`config.mk`:
```
export PLATFORM = sky130hd
export DESIGN_NAME = mii_rx_parser
export DESIGN_NICKNAME = d
export VERILOG_FILES = /design/src/rtl/mii_rx_pkg.sv /design/src/rtl/mii_rx_crc.sv /design/src/rtl/mii_rx_addr.sv /design/src/rtl/mii_rx_parser.sv
export SDC_FILE = /design/constraint.sdc
export NUM_CORES = 1
export LEC_CHECK = 0
export BUFFER_PORTS_ARGS = -buffer_cell sky130_fd_sc_hd__buf_2
export CORE_MARGIN = 1.5
export CORE_UTILIZATION = 25
export DETAILED_ROUTE_END_ITERATION = 6
export PLACE_DENSITY_LB_ADDON = 0.3
export SLEW_MARGIN = 20
export SYNTH_ARGS = -nofsm -noshare
export SYNTH_HDL_FRONTEND = slang
export SYNTH_SLANG_ARGS = --single-unit
```
`constraint.sdc`:
```
create_clock -name clk -period 2.3 [get_ports clk]
set_input_delay 0.115 -clock clk [delete_from_list [all_inputs] [get_ports clk]]
set_output_delay 0.115 -clock clk [all_outputs]
set_load 0.05 [all_outputs]
```
`src/rtl/mii_rx_pkg.sv`:
```
package mii_rx_pkg;

    typedef enum logic [1:0] {
        ST_IDLE = 2'd0,
        ST_HUNT = 2'd1,
        ST_DATA = 2'd2
    } rx_state_e;

    // verdict codes
    localparam logic [2:0] VERDICT_GOOD     = 3'd0;
    localparam logic [2:0] VERDICT_RUNT     = 3'd1;
    localparam logic [2:0] VERDICT_OVERSIZE = 3'd2;
    localparam logic [2:0] VERDICT_CRCERR   = 3'd3;
    localparam logic [2:0] VERDICT_COLL     = 3'd4;

    localparam logic [3:0]  SFD_FIRST   = 4'h5;
    localparam logic [3:0]  SFD_SECOND  = 4'hD;
    localparam logic [31:0] CRC_POLY    = 32'hEDB88320;
    localparam logic [31:0] CRC_MAGIC   = 32'hC704DD7B;

    // shift one nibble into a reflected CRC-32 register, lsb first
    function automatic logic [31:0] crc_step_nibble(input logic [31:0] c,
                                                    input logic [3:0]  n);
        logic [31:0] r;
        r = c;
        for (int i = 0; i < 4; i++) begin
            if (r[0] ^ n[i]) r = (r >> 1) ^ CRC_POLY;
            else             r = r >> 1;
        end
        return r;
    endfunction

    function automatic logic [31:0] reverse32(input logic [31:0] v);
        logic [31:0] r;
        for (int i = 0; i < 32; i++) r[i] = v[31-i];
        return r;
    endfunction

endpackage

```
`src/rtl/mii_rx_crc.sv`:
```
module mii_rx_crc
    import mii_rx_pkg::*;
(
    input  logic       clk,
    input  logic       rst_n,
    input  logic       seed,
    input  logic       nib_en,
    input  logic [3:0] nib,
    input  logic       byte_end,
    output logic       residue_ok
);

    typedef struct packed {
        logic [31:0] run;
        logic [31:0] held;
    } crc_regs_t;

    crc_regs_t q, d;
    logic [31:0] next_run;

    always_comb begin
        next_run = crc_step_nibble(q.run, nib);
        d = q;
        if (seed)        d.run = '1;
        else if (nib_en) d.run = next_run;
        // held copy only moves on byte boundaries
        if (seed)                    d.held = '1;
        else if (nib_en && byte_end) d.held = next_run;
    end

    always_ff @(posedge clk or negedge rst_n) begin
        if (!rst_n) q <= '{run: '1, held: '1};
        else        q <= d;
    end

    assign residue_ok = (reverse32(q.held) == CRC_MAGIC);

endmodule

```
`src/rtl/mii_rx_addr.sv`:
```
module mii_rx_addr #(
    parameter int ADDR_BYTES = 6
) (
    input  logic                    clk,
    input  logic                    rst_n,
    input  logic                    byte_stb,
    input  logic                    byte_first,
    input  logic [7:0]              byte_data,
    output logic                    addr_valid,
    output logic [ADDR_BYTES*8-1:0] dst_addr,
    output logic [ADDR_BYTES*8-1:0] src_addr
);

    localparam int AW    = ADDR_BYTES * 8;
    localparam int LAST  = 2 * ADDR_BYTES;
    localparam int IW    = $clog2(LAST + 1);

    typedef struct packed {
        logic [IW-1:0] idx;
        logic [AW-1:0] dst;
        logic [AW-1:0] src;
        logic          valid;
    } addr_regs_t;

    addr_regs_t q, d;
    logic [IW-1:0] pos;

    always_comb begin
        d = q;
        d.valid = 1'b0;
        pos = byte_first ? '0 : q.idx;
        if (byte_stb) begin
            if (pos < IW'(ADDR_BYTES))
                d.dst = {q.dst[AW-9:0], byte_data};
            else if (pos < IW'(LAST))
                d.src = {q.src[AW-9:0], byte_data};
            if (pos != IW'(LAST)) d.idx = pos + 1'b1;
            else                  d.idx = pos;
            d.valid = (pos == IW'(LAST - 1));
        end
    end

    always_ff @(posedge clk or negedge rst_n) begin
        if (!rst_n) q <= '0;
        else        q <= d;
    end

    assign addr_valid = q.valid;
    assign dst_addr   = q.dst;
    assign src_addr   = q.src;

endmodule

```
`src/rtl/mii_rx_parser.sv`:
```
module mii_rx_parser
    import mii_rx_pkg::*;
#(
    parameter int MIN_BYTES = 64,
    parameter int MAX_SHORT = 1518,
    parameter int MAX_LONG  = 1536
) (
    input  logic        clk,
    input  logic        rst_n,
    input  logic        rxdv,
    input  logic [3:0]  rxd,
    input  logic        col,
    input  logic        long_mode,
    output logic        out_valid,
    output logic [7:0]  out_data,
    output logic        out_sof,
    output logic        out_eof,
    output logic        addr_valid,
    output logic [47:0] dst_addr,
    output logic [47:0] src_addr,
    output logic        done,
    output logic [2:0]  status
);

    localparam int CW = $clog2(MAX_LONG + 2);
    localparam logic [CW-1:0] CNT_SAT = CW'(MAX_LONG + 1);
    localparam logic [CW-1:0] CNT_MIN = CW'(MIN_BYTES);

    typedef struct packed {
        rx_state_e     state;
        logic [3:0]    prev;
        logic          have_lo;
        logic [3:0]    lo;
        logic [CW-1:0] cnt;
        logic          too_long;
        logic          col_seen;
        logic          valid;
        logic [7:0]    data;
        logic          sof;
        logic          eof;
        logic          done;
        logic [2:0]    status;
    } parse_regs_t;

    parse_regs_t q, d;
    logic          crc_seed, nib_en, byte_end, residue_ok;
    logic [CW-1:0] max_len;

    assign max_len = long_mode ? CW'(MAX_LONG) : CW'(MAX_SHORT);

    always_comb begin
        d = q;
        d.valid = 1'b0;
        d.sof   = 1'b0;
        d.eof   = 1'b0;
        d.done  = 1'b0;
        crc_seed = 1'b0;
        nib_en   = 1'b0;
        byte_end = 1'b0;
        unique case (q.state)
            ST_IDLE: begin
                if (rxdv) begin
                    d.state = ST_HUNT;
                    d.prev  = rxd;
                end
            end
            ST_HUNT: begin
                // drop preamble until the delimiter pair
                if (!rxdv) begin
                    d.state = ST_IDLE;
                end else if (q.prev == SFD_FIRST && rxd == SFD_SECOND) begin
                    d.state    = ST_DATA;
                    d.have_lo  = 1'b0;
                    d.cnt      = '0;
                    d.too_long = 1'b0;
                    d.col_seen = 1'b0;
                    crc_seed   = 1'b1;
                end else begin
                    d.prev = rxd;
                end
            end
            ST_DATA: begin
                if (rxdv) begin
                    nib_en = 1'b1;
                    if (col) d.col_seen = 1'b1;
                    if (!q.have_lo) begin
                        d.lo      = rxd;
                        d.have_lo = 1'b1;
                    end else begin
                        // low nibble first
                        byte_end  = 1'b1;
                        d.have_lo = 1'b0;
                        d.valid   = 1'b1;
                        d.data    = {rxd, q.lo};
                        d.sof     = (q.cnt == '0);
                        if (q.cnt == max_len) d.too_long = 1'b1;
                        if (q.cnt != CNT_SAT) d.cnt = q.cnt + 1'b1;
                    end
                end else begin
                    // verdict by priority
                    d.state = ST_IDLE;
                    d.done  = 1'b1;
                    d.eof   = 1'b1;
                    if (q.col_seen)       d.status = VERDICT_COLL;
                    else if (q.cnt < CNT_MIN) d.status = VERDICT_RUNT;
                    else if (q.too_long)  d.status = VERDICT_OVERSIZE;
                    else if (!residue_ok) d.status = VERDICT_CRCERR;
                    else                  d.status = VERDICT_GOOD;
                end
            end
            default: d.state = ST_IDLE;
        endcase
    end

    always_ff @(posedge clk or negedge rst_n) begin
        if (!rst_n) begin
            q       <= '0;
            q.state <= ST_IDLE;
        end else begin
            q <= d;
        end
    end

    mii_rx_crc u_crc (
        .clk        (clk),
        .rst_n      (rst_n),
        .seed       (crc_seed),
        .nib_en     (nib_en),
        .nib        (rxd),
        .byte_end   (byte_end),
        .residue_ok (residue_ok)
    );

    mii_rx_addr #(.ADDR_BYTES(6)) u_addr (
        .clk        (clk),
        .rst_n      (rst_n),
        .byte_stb   (q.valid),
        .byte_first (q.sof),
        .byte_data  (q.data),
        .addr_valid (addr_valid),
        .dst_addr   (dst_addr),
        .src_addr   (src_addr)
    );

    assign out_valid = q.valid;
    assign out_data  = q.data;
    assign out_sof   = q.sof;
    assign out_eof   = q.eof;
    assign done      = q.done;
    assign status    = q.status;

endmodule

```
==> impl_metrics.py <==
metrics = {
    "power_and_ir_drop": {
        "p_seq_share_pct": 46.8,
        "ir_drop_mv": 0.420,
        "power_frac_comb_pct": 6.6,
        "power_density_mw_per_mm2": 742,
        "leakage_uw": 0.00533,
        "pwr-share-clk_pct": 46.6,
        "switching_share_pct": 22.8,
        "intPower_uw": 6200,
        "power.switching_uw": 1830,
    },
    "sta": {
        "tightest_slew_ps": 607,
        "post-route-period-util_pct": 84.0,
        "setup_viol": 0,
        "slew_viol_final": 0,
        "clock.fmax_mhz": 518,
        "period_minus_slack_ps": 1930,
        "setup_slack_ps": 369,
        "fin_setup_tns_ps": 0,
        "rsz0062_at_grt": "no",
        "hold_viol": 0,
        "fin_skew_ps": 16.5,
        "slew_headroom_pct": 59.5,
    },
    "clocking": {
        "cts_tree": "yes",
        "cts-root-buf": "clkbuf_16",
        "ctsResizeCount": 0,
        "clk_latency_ps": 520,
        "clock_sinks": 203,
        "h-tree-depth": 1,
        "cts_buffers": 23,
        "ctsLongestPathBuffers": 3,
        "holdBufCountCts": 7,
        "clkTransAtPathRegs_ps": 60,
        "post_cts_buffers": 0,
    },
    "worst_hold_path": {
        "hp-start": "long_mode",
        "hold_path_end": "q[16]",
        "hold_path_depth": 4,
        "hp-class": "in -> reg",
    },
    "floorplanning": {
        "initial_core_util_pct": 25.3,
        "ioPinCount": 121,
        "coreArea_mm2": 0.0375,
        "dieHeight_um": 198,
        "dieArea_mm2": 0.0391,
        "rows": 71,
        "die_w_um": 198,
    },
    "finish": {
        "area_growth_pct": 14.2,
        "nets": 862,
        "n_antenna_cell": 0,
        "drive_gt1_share_pct": 42.2,
    },
    "synth": {
        "synthMuxAreaShare_pct": 12.4,
        "synth-simple-area-share_pct": 10.8,
        "yosysUniqueCellTypes": 49,
        "synth-main-ff-cell": "dfrtp_1",
        "synth_top_family_by_area": "multiplexers",
        "ys_seq_area_share_pct": 54.4,
        "syn_area_mm2": 0.00948,
        "synth-compound-area-share_pct": 5.61,
        "synth_edf_count": 0,
        "syn_area_per_cell_um2": 11.6,
        "synth-seq-cells": 203,
        "synth.top_cell.area_share_pct": 36.7,
        "synthAdderAreaFrac_pct": 0.660,
        "async_flop_share_pct": 100,
        "synth_top_cell_by_area": "dfrtp_1",
        "ys_top_cells_by_area": "dfrtp_1, dfstp_2, mux2_2",
        "synth-xor-area-share_pct": 5.43,
        "syn-instance-count": 818,
        "yosys_warnings": 0,
        "synth_nets": 832,
    },
    "worst_setup_path": {
        "rr_worst_depth": 5,
        "path_cells": "xor2_4 > xnor3_2 > xnor2_2 > nand2_1 > nand2_1",
        "r2r-end": "u_crc.q[53]",
        "startpoint_type": "flop",
        "worstSetupEndpointType": "flop",
        "reg2reg_from": "u_crc.q[35]",
        "slowest_delay_ps": 590,
        "worstPathMaxFanout": 9,
        "ff2ff_setup_slack_ps": 370,
        "required_ps": 2750,
        "cp_common_cell": "nand2_1",
        "critPathKind": "reg -> reg",
        "critPathArrivalTime_ps": 2380,
        "crit_slowest_cell": "xnor3_2",
    },
    "grt": {
        "grt.met3_usage_pct": 2.15,
        "use_met1_pct": 14.1,
        "grt_pass1_wl_um": 32300,
        "busiest_layer": "met2",
        "overflow": 0,
        "grt_max_degree": 60,
        "antenna_found_initial": 0,
        "grt_pass1_vias": 5751,
        "grt_use_met2_pct": 16.4,
        "track_usage_pct": 10.2,
    },
    "detailed_routing": {
        "wirelength_um": 20000,
        "routed_via_density": 4.18,
        "wl_per_cell_um": 14.5,
        "dr.pass1.iters": 4,
        "drc": 0,
        "vias": 5749,
        "drtIter0Drc": 284,
        "ant_nets": 0,
    },
    "placement": {
        "dp_slack_ps": 374,
        "gp_congestion": 0.786,
        "io_buffer_count": 120,
        "dp_hpwl_um": 13500,
    },
    "job": {
        "maxCapViolCount": 0,
    },
    "run_status": {
        "status": "finished clean",
    },
}
-- flip-flops by register name, summed over array words and instances, names as in the netlist, 3 cells and up --
signal,flops
u_crc.q,64
u_addr.dst_addr,48
u_addr.src_addr,48
q,24
out_data,8
u_addr.q,4
status,3
-- routing by layer --
layer  share of wire, %  routed length, um  up-vias
li1                   -                  -     2724
met1                 47               9490     2883
met2                 46               9180      117
met3                5.0                990       25
met4                1.6                320        0
met5                  0                  0        -
-- layout make-up --
type | count | area [um2]
Fill cell | 3887 | 26700
Sequential cell | 203 | 5160
Multi-Input combinational cell | 462 | 3320
Timing Repair Buffer | 150 | 890
Clock buffer | 34 | 677
Tap cell | 511 | 639
Clock inverter | 7 | 101
Inverter | 8 | 30.0
-- how the worst max path moves through the flow --
stage	startpoint	endpoint	slack, ps	depth (start not counted)
after floorplan	out_valid	u_addr.src_addr[27]	270	5
after global placement	u_crc.q[35]	u_crc.q[58]	420	5
after detailed placement	u_crc.q[35]	u_crc.q[59]	370	5
after CTS	u_crc.q[35]	u_crc.q[53]	360	5
after global routing	q[36]	u_crc.q[14]	200	5
final	u_crc.q[35]	u_crc.q[53]	370	5
-- critical path, delay by kind of cell, from the launching register on --
kind / cells / cell delay [ps]
XOR/XNOR: 3 / 1150
flip-flops: 1 / 580
AND/OR/NAND/NOR: 2 / 140
-- power by group through the flow --
stage | clock [uW] | sequential [uW] | combinational [uW]
after global placement | 0 | 3820 | 526
after floorplan | 0 | 3800 | 340
after CTS | 3880 | 3760 | 543
after global routing | 4030 | 3760 | 585
final | 3740 | 3760 | 530
after detailed placement | 0 | 3810 | 530
-- cells by family (layout without fill, tap and decap cells) --
| kind of cell | Yosys count | in the layout |
|---|---|---|
| adders and majority gates | 5 | 5 |
| AOI/OAI and AO/OA | 87 | 87 |
| DFF | 203 | 203 |
| and+or+nand+nor | 223 | 223 |
| xor gates and xnor gates | 43 | 43 |
| buffers and inverters | 153 | 199 |
| muxes | 104 | 104 |
-- metrics by stage --
| step | cells | util (%) | cell area, um2 | hold slack (ps) | power [uW] |
|---|---|---|---|---|---|
| 4_1_cts | 1375 | 28.9 | 10800 | 68.6 | 8180 |
| 6_report | 1375 | 28.9 | 10800 | 74.2 | 8030 |
| 5_1_grt | 1375 | 28.9 | 10800 | 91.3 | 8380 |
| 3_3_place_gp | 1327 | 26.6 | 9970 | 140 | 4340 |
| 3_5_place_dp | 1327 | 26.6 | 9970 | 141 | 4350 |
| 2_1_floorplan | 818 | - | 9480 | -181 | 4140 |
-- synth_stat cells (all sizes together), types with 2 or more instances --
library cell	number
a21oi	38
nand4b	4
inv	7
xnor2	24
or3	2
and3	4
mux2	104
dfrtp	139
nor4bb	2
xor2	16
nor4b	3
nand2b	5
nor3	6
nor4	3
nand2	141
and2	3
clkbuf	20
nand3	18
nand4	6
nor2	19
ha	5
o211ai	21
o21ai	17
nor2b	2
o2111ai	5
dfstp	64
xnor3	3
buf	125
-- cells in the final DEF, fill, tap and decap left out, types with 4 or more instances in the layout --
cell type / Yosys / final
xnor2_1: 14 / 14
dfrtp_1: 139 / 139
nand2_1: 141 / 141
ha_1: 5 / 5
clkbuf_8: 0 / 7
nand4_1: 6 / 6
dlygate4sd3_1: 0 / 7
nand2b_1: 4 / 4
o211ai_1: 21 / 21
mux2_2: 104 / 104
dfstp_2: 64 / 64
o2111ai_1: 4 / 4
buf_2: 16 / 119
xor2_1: 15 / 15
xnor2_2: 10 / 10
nand4b_1: 4 / 4
nor3_1: 6 / 6
a21oi_1: 38 / 38
inv_1: 7 / 7
nand3_1: 17 / 17
clkbuf_16: 0 / 23
clkbuf_1: 18 / 5
o21ai_0: 17 / 16
nor2_1: 19 / 19
buf_4: 109 / 20
No activity file was read; power rests on OpenSTA's default activity.
